--- src/rtl/cpm_pkg.sv ---
package cpm_pkg;
  localparam int unsigned DATA_W    = 32;
  localparam int unsigned KEY_W     = 24;
  // word indices of the register port
  localparam int unsigned REG_ACCESS = 0;
  localparam int unsigned REG_UPDATE = 1;
  localparam int unsigned REG_CTRL   = 2;
  localparam int unsigned REG_STAT   = 3;
  localparam int unsigned REG_MASK0  = 4;
  // bit positions inside those words
  localparam int unsigned BIT_WEN   = 0;
  localparam int unsigned BIT_HALT  = 0;
  localparam int unsigned BIT_GO    = 0;
  localparam int unsigned BIT_MODEA = 1;
  localparam int unsigned BIT_MODEB = 2;
  localparam int unsigned BIT_ERR   = 0;

  typedef struct packed {
    logic mode_b;
    logic mode_a;
  } restart_mode_t;
endpackage

--- src/rtl/cpm_access_gate.sv ---
module cpm_access_gate #(
  parameter int unsigned KEY_W  = 24,
  parameter logic [KEY_W-1:0] PASSKEY = 24'h3CA596
) (
  input  logic             clk,
  input  logic             rst,
  input  logic             acc_wr_i,
  input  logic [KEY_W-1:0] key_i,
  input  logic             en_bit_i,
  output logic             unlocked_o
);
  logic wen_q;

  always_ff @(posedge clk) begin
    if (rst) begin
      wen_q <= 1'b0;
    end else if (acc_wr_i) begin
      wen_q <= (key_i == PASSKEY) && en_bit_i;
    end
  end

  assign unlocked_o = wen_q;

  AST_BAD_KEY_LOCKS: assert property (@(posedge clk) disable iff (rst)
    (acc_wr_i && (key_i != PASSKEY)) |=> !unlocked_o);
  AST_NO_WR_HOLDS: assert property (@(posedge clk) disable iff (rst)
    !acc_wr_i |=> $stable(unlocked_o));
endmodule

--- src/rtl/cpm_mask_bank.sv ---
module cpm_mask_bank #(
  parameter int unsigned NCLK = 32,
  parameter int unsigned NPOL = 4,
  localparam int unsigned PW  = (NPOL > 1) ? $clog2(NPOL) : 1
) (
  input  logic            clk,
  input  logic            rst,
  input  logic            we_i,
  input  logic [PW-1:0]   widx_i,
  input  logic [NCLK-1:0] wdata_i,
  input  logic            halted_i,
  input  logic [PW-1:0]   pidx_i,
  output logic [NCLK-1:0] pword_o,
  input  logic [PW-1:0]   ridx_i,
  output logic [NCLK-1:0] rword_o
);
  logic [NCLK-1:0] mem [NPOL];

  for (genvar p = 0; p < NPOL; p++) begin : g_pol
    always_ff @(posedge clk) begin
      if (rst) begin
        mem[p] <= '1;
      end else if (we_i && (widx_i == PW'(p))) begin
        mem[p] <= wdata_i;
      end
    end
  end

  always_comb begin
    pword_o = '0;
    rword_o = '0;
    for (int p = 0; p < NPOL; p++) begin
      if (pidx_i == PW'(p)) pword_o = mem[p];
      if (ridx_i == PW'(p)) rword_o = mem[p];
    end
  end

  AST_MASK_ONLY_HALTED: assert property (@(posedge clk) disable iff (rst)
    we_i |-> halted_i);
  AST_MASK_WRITE_LANDS: assert property (@(posedge clk) disable iff (rst)
    (we_i && (ridx_i == widx_i)) |=> (rword_o == $past(wdata_i) || ridx_i != $past(widx_i)));
endmodule

--- src/rtl/cpm_engine.sv ---
module cpm_engine #(
  parameter int unsigned NCLK = 32,
  parameter int unsigned NPOL = 4,
  localparam int unsigned PW  = (NPOL > 1) ? $clog2(NPOL) : 1
) (
  input  logic                   clk,
  input  logic                   rst,
  input  logic                   unlocked_i,
  input  logic                   halt_wr_i,
  input  logic                   halt_bit_i,
  input  logic                   ctrl_wr_i,
  input  logic                   go_bit_i,
  input  cpm_pkg::restart_mode_t mode_i,
  input  logic                   stat_wr_i,
  input  logic                   err_clr_i,
  input  logic                   mask_try_i,
  input  logic [PW-1:0]          pol_sel_i,
  output logic [PW-1:0]          mask_idx_o,
  input  logic [NCLK-1:0]        mask_word_i,
  output logic                   running_o,
  output logic                   go_o,
  output cpm_pkg::restart_mode_t mode_o,
  output logic                   err_o,
  output logic [NCLK-1:0]        clk_en_o
);
  logic                   running_q;
  logic                   go_q;
  logic                   err_q;
  logic [PW-1:0]          act_pol_q;
  logic [NCLK-1:0]        en_q;
  cpm_pkg::restart_mode_t mode_q;
  logic                   go_fire;
  logic                   halt_fire;

  assign go_fire   = unlocked_i && ctrl_wr_i && go_bit_i && (mode_i.mode_a || mode_i.mode_b);
  assign halt_fire = unlocked_i && halt_wr_i && halt_bit_i;

  // at restart the frozen policy is loaded; while running the live request
  assign mask_idx_o = go_fire ? act_pol_q : pol_sel_i;

  always_ff @(posedge clk) begin
    if (rst) begin
      running_q <= 1'b1;
      go_q      <= 1'b0;
      mode_q    <= '0;
      act_pol_q <= '0;
      en_q      <= '1;
    end else begin
      go_q <= go_fire;
      if (go_fire) begin
        running_q <= 1'b1;
        mode_q    <= mode_i;
        en_q      <= mask_word_i;
      end else if (halt_fire) begin
        running_q <= 1'b0;
      end else if (running_q) begin
        act_pol_q <= pol_sel_i;
        en_q      <= mask_word_i;
      end
    end
  end

  always_ff @(posedge clk) begin
    if (rst) begin
      err_q <= 1'b0;
    end else if (mask_try_i && running_q) begin
      err_q <= 1'b1;
    end else if (unlocked_i && stat_wr_i && err_clr_i) begin
      err_q <= 1'b0;
    end
  end

  assign running_o = running_q;
  assign go_o      = go_q;
  assign mode_o    = mode_q;
  assign err_o     = err_q;
  assign clk_en_o  = en_q;

  AST_HALT_FREEZES: assert property (@(posedge clk) disable iff (rst)
    (!running_q && !(unlocked_i && ctrl_wr_i)) |=> $stable(clk_en_o));
  AST_GO_ONE_CYCLE: assert property (@(posedge clk) disable iff (rst)
    go_o |=> !go_o);
  AST_GO_MEANS_RUN: assert property (@(posedge clk) disable iff (rst)
    go_o |-> running_o);
  AST_LOCK_HOLDS: assert property (@(posedge clk) disable iff (rst)
    !unlocked_i |=> $stable(running_o));
  AST_DROP_FLAGS: assert property (@(posedge clk) disable iff (rst)
    (mask_try_i && running_o) |=> err_o);
  AST_ERR_STICKY: assert property (@(posedge clk) disable iff (rst)
    (err_o && !stat_wr_i) |=> err_o);
endmodule

--- src/rtl/cpm_ctrl.sv ---
module cpm_ctrl #(
  parameter int unsigned NCLK = 32,
  parameter int unsigned NPOL = 4,
  parameter logic [cpm_pkg::KEY_W-1:0] PASSKEY = 24'h3CA596,
  localparam int unsigned AW = $clog2(cpm_pkg::REG_MASK0 + NPOL),
  localparam int unsigned PW = (NPOL > 1) ? $clog2(NPOL) : 1
) (
  input  logic                       clk,
  input  logic                       rst,
  input  logic [AW-1:0]              bus_addr,
  input  logic [cpm_pkg::DATA_W-1:0] bus_wdata,
  input  logic                       bus_we,
  output logic [cpm_pkg::DATA_W-1:0] bus_rdata,
  input  logic [PW-1:0]              pol_sel,
  output logic [NCLK-1:0]            clk_en
);
  import cpm_pkg::*;

  logic                 unlocked;
  logic                 running;
  logic                 go;
  logic                 err;
  restart_mode_t        mode;
  restart_mode_t        wr_mode;
  logic                 is_mask;
  logic [AW-1:0]        mask_off;
  logic [PW-1:0]        mask_idx;
  logic [PW-1:0]        eng_idx;
  logic [NCLK-1:0]      eng_word;
  logic [NCLK-1:0]      bus_word;
  logic                 mask_try;
  logic                 mask_we;
  logic [DATA_W-1:0]    rdata_q;

  assign is_mask  = (bus_addr >= AW'(REG_MASK0));
  assign mask_off = bus_addr - AW'(REG_MASK0);
  assign mask_idx = mask_off[PW-1:0];
  assign mask_try = bus_we && is_mask && unlocked;
  assign mask_we  = mask_try && !running;
  assign wr_mode  = '{mode_b: bus_wdata[BIT_MODEB], mode_a: bus_wdata[BIT_MODEA]};

  cpm_access_gate #(
    .KEY_W   (KEY_W),
    .PASSKEY (PASSKEY)
  ) u_gate (
    .clk        (clk),
    .rst        (rst),
    .acc_wr_i   (bus_we && (bus_addr == AW'(REG_ACCESS))),
    .key_i      (bus_wdata[DATA_W-1 -: KEY_W]),
    .en_bit_i   (bus_wdata[BIT_WEN]),
    .unlocked_o (unlocked)
  );

  cpm_mask_bank #(
    .NCLK (NCLK),
    .NPOL (NPOL)
  ) u_bank (
    .clk      (clk),
    .rst      (rst),
    .we_i     (mask_we),
    .widx_i   (mask_idx),
    .wdata_i  (bus_wdata[NCLK-1:0]),
    .halted_i (!running),
    .pidx_i   (eng_idx),
    .pword_o  (eng_word),
    .ridx_i   (mask_idx),
    .rword_o  (bus_word)
  );

  cpm_engine #(
    .NCLK (NCLK),
    .NPOL (NPOL)
  ) u_engine (
    .clk         (clk),
    .rst         (rst),
    .unlocked_i  (unlocked),
    .halt_wr_i   (bus_we && (bus_addr == AW'(REG_UPDATE))),
    .halt_bit_i  (bus_wdata[BIT_HALT]),
    .ctrl_wr_i   (bus_we && (bus_addr == AW'(REG_CTRL))),
    .go_bit_i    (bus_wdata[BIT_GO]),
    .mode_i      (wr_mode),
    .stat_wr_i   (bus_we && (bus_addr == AW'(REG_STAT))),
    .err_clr_i   (bus_wdata[BIT_ERR]),
    .mask_try_i  (mask_try),
    .pol_sel_i   (pol_sel),
    .mask_idx_o  (eng_idx),
    .mask_word_i (eng_word),
    .running_o   (running),
    .go_o        (go),
    .mode_o      (mode),
    .err_o       (err),
    .clk_en_o    (clk_en)
  );

  always_ff @(posedge clk) begin
    if (rst) begin
      rdata_q <= '0;
    end else begin
      rdata_q <= '0;
      if (is_mask) begin
        rdata_q <= DATA_W'(bus_word);
      end else if (bus_addr == AW'(REG_ACCESS)) begin
        rdata_q[BIT_WEN] <= unlocked;
      end else if (bus_addr == AW'(REG_UPDATE)) begin
        rdata_q[BIT_HALT] <= !running;
      end else if (bus_addr == AW'(REG_CTRL)) begin
        rdata_q[BIT_GO]    <= go;
        rdata_q[BIT_MODEA] <= mode.mode_a;
        rdata_q[BIT_MODEB] <= mode.mode_b;
      end else begin
        rdata_q[BIT_ERR] <= err;
      end
    end
  end

  assign bus_rdata = rdata_q;

  AST_LOCKED_MASK_STABLE: assert property (@(posedge clk) disable iff (rst)
    (!unlocked && is_mask) |=> $stable(bus_word) || $changed(bus_addr));
  AST_ACCESS_READ_SHAPE: assert property (@(posedge clk) disable iff (rst)
    (bus_addr == AW'(REG_ACCESS)) |=> (bus_rdata[DATA_W-1:1] == '0));
endmodule

--- config.mk ---
export PLATFORM = sky130hd
export DESIGN_NAME = cpm_ctrl
export DESIGN_NICKNAME = d
export VERILOG_FILES = /design/src/rtl/cpm_pkg.sv /design/src/rtl/cpm_access_gate.sv /design/src/rtl/cpm_mask_bank.sv /design/src/rtl/cpm_engine.sv /design/src/rtl/cpm_ctrl.sv
export SDC_FILE = /design/constraint.sdc
export NUM_CORES = 1
export LEC_CHECK = 0
export ABC_AREA = 0
export CAP_MARGIN = 20
export CORE_UTILIZATION = 57
export CTS_CLUSTER_SIZE = 8
export DETAILED_ROUTE_END_ITERATION = 10
export GPL_TIMING_DRIVEN = 0
export PLACE_DENSITY = 0.78
export SLEW_MARGIN = 15
export SYNTH_ARGS = -nofsm -noshare
export SYNTH_HDL_FRONTEND = slang
export SYNTH_SLANG_ARGS = --single-unit
--- constraint.sdc ---
create_clock -name clk -period 5.8 [get_ports clk]
set_input_delay 1.16 -clock clk [delete_from_list [all_inputs] [get_ports clk]]
set_output_delay 1.16 -clock clk [all_outputs]
set_load 0.02 [all_outputs]
* Word-level counts from Yosys, hierarchy flattened
Memories as Yosys holds them, arrays and structs flattened.
Cells that the tools add are included.
** Storage, ports and cells
- Bits in latches :: 0
- Memories kept :: 1
- Register bits after elaboration :: 72
- Bits in read-only memories :: 0
- RAM bits :: 128
- Word-level logic and storage cells :: 101
** Cells by class
- Add/sub/neg operators :: 1
- Multipliers :: 0
- Bitwise operators :: 7
- Reductions and logical operators :: 31
- Shift-type cells :: 0
- Multiplexer cells :: 39
- Div/mod/pow operators :: 0
- Equal/unequal tests :: 11
- $lt $le $gt $ge :: 1
** Memories
- u_bank.mem :: words 4, bits a word 32, read ports 4, clocked after memory_dff 0, wr ports 4, line cpm_mask_bank.sv:17 : logic [NCLK-1:0] mem [NPOL];
** Operators by type and width (number)
- 32-bit two-way mux :: 15
- 24-bit by 22-bit equality test with 1-bit output (second input constant) :: 1
- 1-bit logical AND :: 20
- 1-bit two-way mux :: 19
- 2-bit equality test (second input constant) :: 4
- 2-bit two-way mux :: 4
- 3-bit by 2-bit equality test with 1-bit output (second input constant) :: 2
- 2-bit by 1-bit equality test with 1-bit output (second input constant) :: 2
- 2-bit logical NOT :: 2
- 1-bit bitwise OR :: 4
- 2-bit nonzero test :: 2
- 2-bit OR reduction :: 2
- 3-bit by 1-bit equality test with 1-bit output (second input constant) :: 1
- 3-bit >= comparator (second input constant) :: 1
- 3-bit logical NOT :: 1
- 3-bit two-way mux :: 1
- 1-bit inverter :: 3
- 3-bit AND reduction :: 1
- 2-bit by 1-bit != test with 1-bit output (second input constant) :: 1
- 2-bit AND reduction :: 1
- 2-bit by 1-bit subtractor with 2-bit output (second input constant) :: 1
- 1-bit logical NOT :: 1
- 1-bit logical OR :: 1

* Depth between registers and ports, before layout
Gate-level depths: netlist of the first run.
- Word-level depth :: 14
- Mapped depth :: 8
- Mapped depth without buffers :: 5

* By module
A second synthesis of the first run with hierarchy kept.
** Unflattened totals
- Cell total of the unflattened synthesis :: 669
- Area total of the unflattened synthesis :: 9207.6 um^2
** By module, submodules not included
- cpm_mask_bank :: sequential area each 3843.7 um^2, area an instance 6453.7 um^2, cells an instance 396, instances 1
- cpm_engine :: sequential area each 780.7 um^2, area an instance 1585.3 um^2, cells an instance 170, instances 1
- cpm_ctrl :: sequential area each 640.6 um^2, area an instance 1051.0 um^2, cells an instance 89, instances 1
- cpm_access_gate :: sequential area each 20.0 um^2, area an instance 117.6 um^2, cells an instance 14, instances 1

* Worst setup path before layout of the first run
No wires, ideal clock.
- Path type :: input to register
- Start :: in bus_addr[0]
- End :: mem u_bank.mem[3][0] (enable)
- Arrival :: 4213 ps
- Stages on the path :: 4
- Setup slack :: 1121 ps
- Path buffers :: 2
- Data required time :: 5334 ps
- Setup time :: 466 ps
- Cell sequence :: buf_1 nand2_1 clkbuf_1 o21ai_0
** RTL lines
- from (decl) :: line cpm_ctrl.sv:10 : input logic [AW-1:0] bus_addr,
- to (decl) :: line cpm_mask_bank.sv:17

==> run metrics, run 1 <==
GRT Util Overall 0.3495; Final min period 4026 ps; Synth Area in Simple Gates 0.1402; # Post-CTS Setup Buffers 0; DP Worst Slack 1454 ps; Synth Area in Adders 0; area occupied by multi-input gates 4304 um2; Top FF cell, synth edfxtp_1; Synthesis Warnings 0; worst-path fanout max 19; Mapped Avg Cell Area 11.94 um2; Setup CP Type in2reg; clk_lat worst skew between 400 and 500 ps; final slew viol count 0; startpoint types input port; Reg clk slew, reported paths 70 ps; synth cell count leaders 128 x edfxtp_1, 96 x or3_1, 85 x o21ai_0, 72 x dfxtp_1, 69 x clkbuf_1; Chip Height 133.8 um; CORE AREA 16760 um2; Hold WS 489.6 ps; LEAKAGE 3.763 nW; largest family of logic cells by synthesized area multiplexers; TritonCTS buffer count 17; first-pass GRT wire length 46.09 mm; DP HPWL 20.05 mm; Resize count post-CTS 0; GP Congestion 0.9051; Die Wd roughly 130 um; peak supply drop 0.0002301 V; Layout Nets 992; port bufs 99; Storage cell area about 5300 um2; status complete, no violations; Fmax 248.4 MHz; clock sinks 200; Final ANT Viol Nets 0; final setup margin 1774 ps; sequential area share after synthesis 0.5341; DR pass1 iterations 6; layout cells sized above 1 0.1534; fin util 0.7108; Slew @ Worst Pin 982.8 ps; area grow syn2layout 20.40%; Synth Area in XOR/XNOR 0; Critical Path RT 5940 ps; wire length per cell ~26 um; vias after detailed routing 8279; crit path launch bus_addr[0]; complex-gate fraction of the synthesized area 0.1382; Max-Cap Viols 0; Cell variety after synth 34; Netlist Area Pre-Place a little under 10000 um2; Mapped Cells 829; synth top area cells edfxtp_1 39%, dfxtp_1 15%, mux2_2 7.5%, mux4_2 7.1%, or3_1 6.1%; Final period util 0.6942; Layout Skew 5.973 ps; headroom to the max-slew limit 0.3448; CTS tree done; most frequent cell after synthesis edfxtp_1; asr flop ratio synth 0; I/O pin count 104; Hold Crit Start u_engine.clk_en_o[27]$_SDFFE_PP1P_; worst min path class reg2reg; vias per cell around 7; Synth top area share 0.3885; initial DRC count 1391; fillcell total approximately 1200; syn nets 869; initial antenna violation count 0; placed insts 1153; grt total ovfl 0; dominant cell type by area after synthesis edfxtp_1; Final Instance Count excl. Fillers 1185; vias in the first global route roughly 8100; Routed WL between 30 and 40 mm; final setup vio count 0; clk root buf clkbuf_16; EDFF count, synth 128; H-tree depth 4; die area 17890 um2; FP Rows 47; Max Buffers Root-to-Sink 2; RR Startpoint u_gate.unlocked_o$_SDFFE_PP0P_; CP endpoint kind flip-flop; n_diodes 0; CP arrival 4160 ps; Final Hold Fails 0; FF+latch count, synth 200; DRC viols 0; starting density of the core 0.5904; post-synthesis mux area share 0.1517; largest net degree at the start of global routing 20; Power Density approximately 270 nW/um2; CTS Hold Bufs 0; RSZ-0062 raised after global routing false
[registers in the layout (all words and copies together) (netlist names)]
register	cells
bus_rdata	32
u_engine.act_pol_q	2
u_engine.running_o	1
u_engine.mode_o	2
u_engine.err_o	1
u_engine.clk_en_o	32
u_gate.unlocked_o	1
u_bank.mem	128
u_engine.go_o	1
[metal layers]
| metal | vias up | global-route usage | part of all wire |
|---|---|---|---|
| li1 | 3482 | - | - |
| met1 | 3994 | 0.4606 | 0.38 |
| met2 | 688 | 0.5417 | 0.47 |
| met3 | 115 | 0.07230 | 0.11 |
| met4 | 0 | 0.1919 | 0.040 |
| met5 | - | 0 | 0 |
[logic make-up (layout without fill, tap and decap cells)]
group                  Yosys count  in the layout
and+or+nand+nor                232            232
AOI/OAI and AO/OA              206            206
DFF                            200            200
muxes                          103            103
buffers and inverters           88            224
[critical path, cell delays in order]
cell             delay, ps
clkdlybuf4s50_1        580
buf_1                  710
nand2_1                400
clkbuf_1               390
o21ai_4                640
buf_16                 260
[layout make-up]
class | instances | share of cell area
timing repair buffer | 104 | 0.09232
inverter | 4 | 0.001260
buffer | 84 | 0.02836
sequential | 200 | 0.4437
tap | 220 | 0.02311
clock buffer | 25 | 0.04254
clock inverter | 7 | 0.007457
multi-input combinational | 541 | 0.3613
[report_power, final]
group          internal, W  total (W)  switching (W)
registers          0.00159    0.00164      0.0000519
logic             0.000191   0.000415       0.000224
clock network     0.000695    0.00121       0.000518
[path summary, 6_finish.rpt]
check | to | slack, ps | cells past startpoint
worst min-delay path | u_engine.clk_en_o[27]$_SDFFE_PP1P_ | 490 | 1
worst max-delay path | u_bank.mem[3][28]$_SDFFCE_PN1P_ | 1770 | 6
worst max register to register | u_bank.mem[0][1]$_SDFFCE_PN1P_ | 2710 | 5
worst min register to register | u_engine.clk_en_o[27]$_SDFFE_PP1P_ | 490 | 1
[placed cells by master, fill, tap and decap left out, drive strengths merged, types with 32 or more instances in the layout]
cell / instances
dfxtp: 72
o221ai: 34
mux2: 66
clkbuf: 94
a221o: 32
or3: 96
nor2: 46
o21ai: 101
o22ai: 32
edfxtp: 128
clkdlybuf4s50: 99
[per-stage QoR]
stage               cell area (um2)  total power, W  setup TNS [ps]
finish                        11910        0.003267               0
global route                  11910        0.003340               0
floorplan                      9894        0.001883               0
CTS                           11910        0.003253               0
global placement              11160        0.002056         -198340
detailed placement            11320        0.002072               0
No activity file was read; power rests on OpenSTA's default activity.
==> inputs of run 2 (changes only) <==
Clock period 5.8 ns to 4.2 ns, I/O delays scaled along.
==> run metrics, run 2 (synthesis gave the netlist of run 1 again) <==
Critical Path RT 4400 ps (-1540 ps); largest net degree at the start of global routing 21 (+5.0%); met2 usage 0.5475 (+0.005757); GRT met1 Usage 0.4523 (-0.008264); startpoint types input port; wire length per cell 26.11 um (+1.1%); Seq pwr share 0.502 (about the same); Final Hold Fails 0 (unchanged); Pint 0.003388 W (+37%); Layout Nets 992 (unchanged); LEAKAGE 3.751 nW (-0.32%); Comb power frac 0.128 (about the same); GP Congestion 0.9013 (-0.42%); CTS Hold Bufs 0 (unchanged); R2R depth 5 (unchanged); DP Worst Slack 92.92 ps (-1361 ps); clk_lat worst skew 450 ps (about the same); Final ANT Viol Nets 0 (unchanged); switching part of the total power 0.2480 (+0.004805); Slew @ Worst Pin 901.5 ps (-81.37 ps); commonest non-fill, non-tap cells in the layout 128 x edfxtp_1, 99 x clkdlybuf4s50_1, 96 x or3_1; Routed WL 30.94 mm (+1.1%); initial antenna violation count 0 (unchanged); area grow syn2layout 20.49% (about the same); Setup CP Type in2reg; met3 Use GR 0.1039 (+0.03158); FP Rows 47 (unchanged); I/O pin count 104 (unchanged); RSZ-0062 raised after global routing false; Power Density 377.9 nW/um2 (+38%); clock power share 0.370 (about the same); worst min path class reg2reg; RR Startpoint u_gate.unlocked_o$_SDFFE_PP0P_; most used routing layer in global routing met2; DP HPWL 20.02 mm (-0.12%); final slew viol count 0 (unchanged); port bufs 99 (unchanged); CTS tree done; grt total ovfl 0 (unchanged); starting density of the core 0.5904 (unchanged); DR pass1 iterations 8 (+2); n_diodes 0 (unchanged); NetSw 0.001117 W (+41%); status complete, no violations; H-tree depth 4 (unchanged); most common cell after layout, fill and taps aside edfxtp_1; worst-path fanout max 10 (-9); # Post-CTS Setup Buffers 0 (unchanged); clk root buf clkbuf_16; fin util 0.7113 (about the same); placed insts 1153 (unchanged); CORE AREA 16760 um2 (unchanged); die area 17890 um2 (unchanged); Final period util 0.8852; TritonCTS buffer count 17 (unchanged); Reg-to-Reg End u_bank.mem[0][12]$_SDFFCE_PN1P_; final setup vio count 0 (unchanged); hold endpoint u_engine.clk_en_o[17]$_SDFFE_PP1P_; first-pass GRT wire length 45.99 mm (-0.21%); vias after detailed routing 8321 (+0.51%); vias per cell 7.022 (+0.51%); Critical path buffers and inverters 2 (-2); Final min period 3718 ps; CP arrival 3920 ps (-240 ps); Top delay family on crit path simple AND/OR/NAND/NOR gates; Fmax 269.0 MHz; crit-path cells clkdlybuf4s50_1, nand4_1, nand2b_1, nor3_1, clkbuf_1, or2b_1; final setup margin 482.4 ps (-1291 ps); CP endpoint kind flip-flop; Worst path max stage delay 710 ps (about the same); headroom to the max-slew limit 0.3990 (+0.05425); Resize count post-CTS 0 (unchanged); r2r setup slk 1050 ps (-1660 ps); Chip Height 133.8 um (unchanged); clock sinks 200 (unchanged); fillcell total 1210 (+0.25%); vias in the first global route 8038 (-0.63%); peak supply drop 0.0003545 V (+54%); hold-critical path depth 1 (unchanged); max FFs per register 128 (unchanged); Final Instance Count excl. Fillers 1185 (unchanged); GRT Util Overall 0.3524 (+0.002883); layout cells sized above 1 0.1534 (unchanged); Hold Crit Start u_engine.clk_en_o[17]$_SDFFE_PP1P_; Reg clk slew, reported paths 70 ps (about the same); Layout Skew 14.54 ps (+8.564 ps); Max-Cap Viols 0 (unchanged); CP max-delay cell nor3_1; DRC viols 0 (unchanged); initial DRC count 1268 (-8.8%); Die Wd 133.8 um (unchanged); Top reg by flops u_bank.mem; Max Buffers Root-to-Sink 2 (unchanged)
run 2: cell count changes in the layout (fill, tap and decap cells not counted), sizes merged:
cell and delta:
inv -1, clkinv +3, clkinvlp +3, clkbuf -6, bufinv +1
run 2: power by group through the flow:
stage	Combinational, W	Clock (W)	Sequential (W)
final	0.000579	0.00166	0.00226
after global routing	0.000601	0.00173	0.00227
after CTS	0.000568	0.00166	0.00226
after detailed placement	0.000564	0	0.00230
after global placement	0.000536	0	0.00230
after floorplan	0.000268	0	0.00233
run 2: worst reg2reg max path: cells and delay by family, from the launching register on:
family	cells	cell delay, ps
buffers and inverters	1	550
flip-flops	1	460
AND/OR/NAND/NOR	4	1890
run 2: metal layers:
layer / vias up / wire, um
li1: 3474 / -
met1: 4008 / 11300
met2: 713 / 14100
met3: 126 / 4353
met4: 0 / 1185
met5: - / 0
run 2: worst max-delay path by stage:
stage,cells past startpoint,from,slack (ps),endpoint
final,6,bus_we,480,u_bank.mem[0][12]$_SDFFCE_PN1P_
after detailed placement,6,bus_we,90,u_bank.mem[0][8]$_SDFFCE_PN1P_
after global routing,6,bus_we,400,u_bank.mem[0][13]$_SDFFCE_PN1P_
after floorplan,4,bus_addr[0],120,u_bank.mem[2][0]$_SDFFCE_PN1P_
after CTS,6,bus_we,550,u_bank.mem[0][12]$_SDFFCE_PN1P_
after global placement,5,bus_addr[1],-2570,u_bank.mem[2][7]$_SDFFCE_PN1P_
run 2: layout make-up:
| type | instances | area, um2 | area share |
|---|---|---|---|
| flip-flops and latches | 200 | 5285 | 0.4433 |
| multi-input cells | 541 | 4304 | 0.3610 |
| repair buffers | 104 | 1116 | 0.09362 |
| clock buffers | 19 | 432.9 | 0.03631 |
| plain buffers | 84 | 337.8 | 0.02834 |
| well taps | 220 | 275.3 | 0.02309 |
| clock inverters | 13 | 155.1 | 0.01301 |
| inverters | 4 | 15.01 | 0.001259 |
run 2: metrics by stage:
step	power, W	area (um2)	TNS (ps)	hold slack [ps]
finish	0.004505	11920	0	486.4
global route	0.004604	11920	0	505.7
CTS	0.004484	11920	0	491.7
detailed placement	0.002864	11330	0	475.8
global placement	0.002838	11170	-254060	458.9
floorplan	0.002600	9899	0	450.6
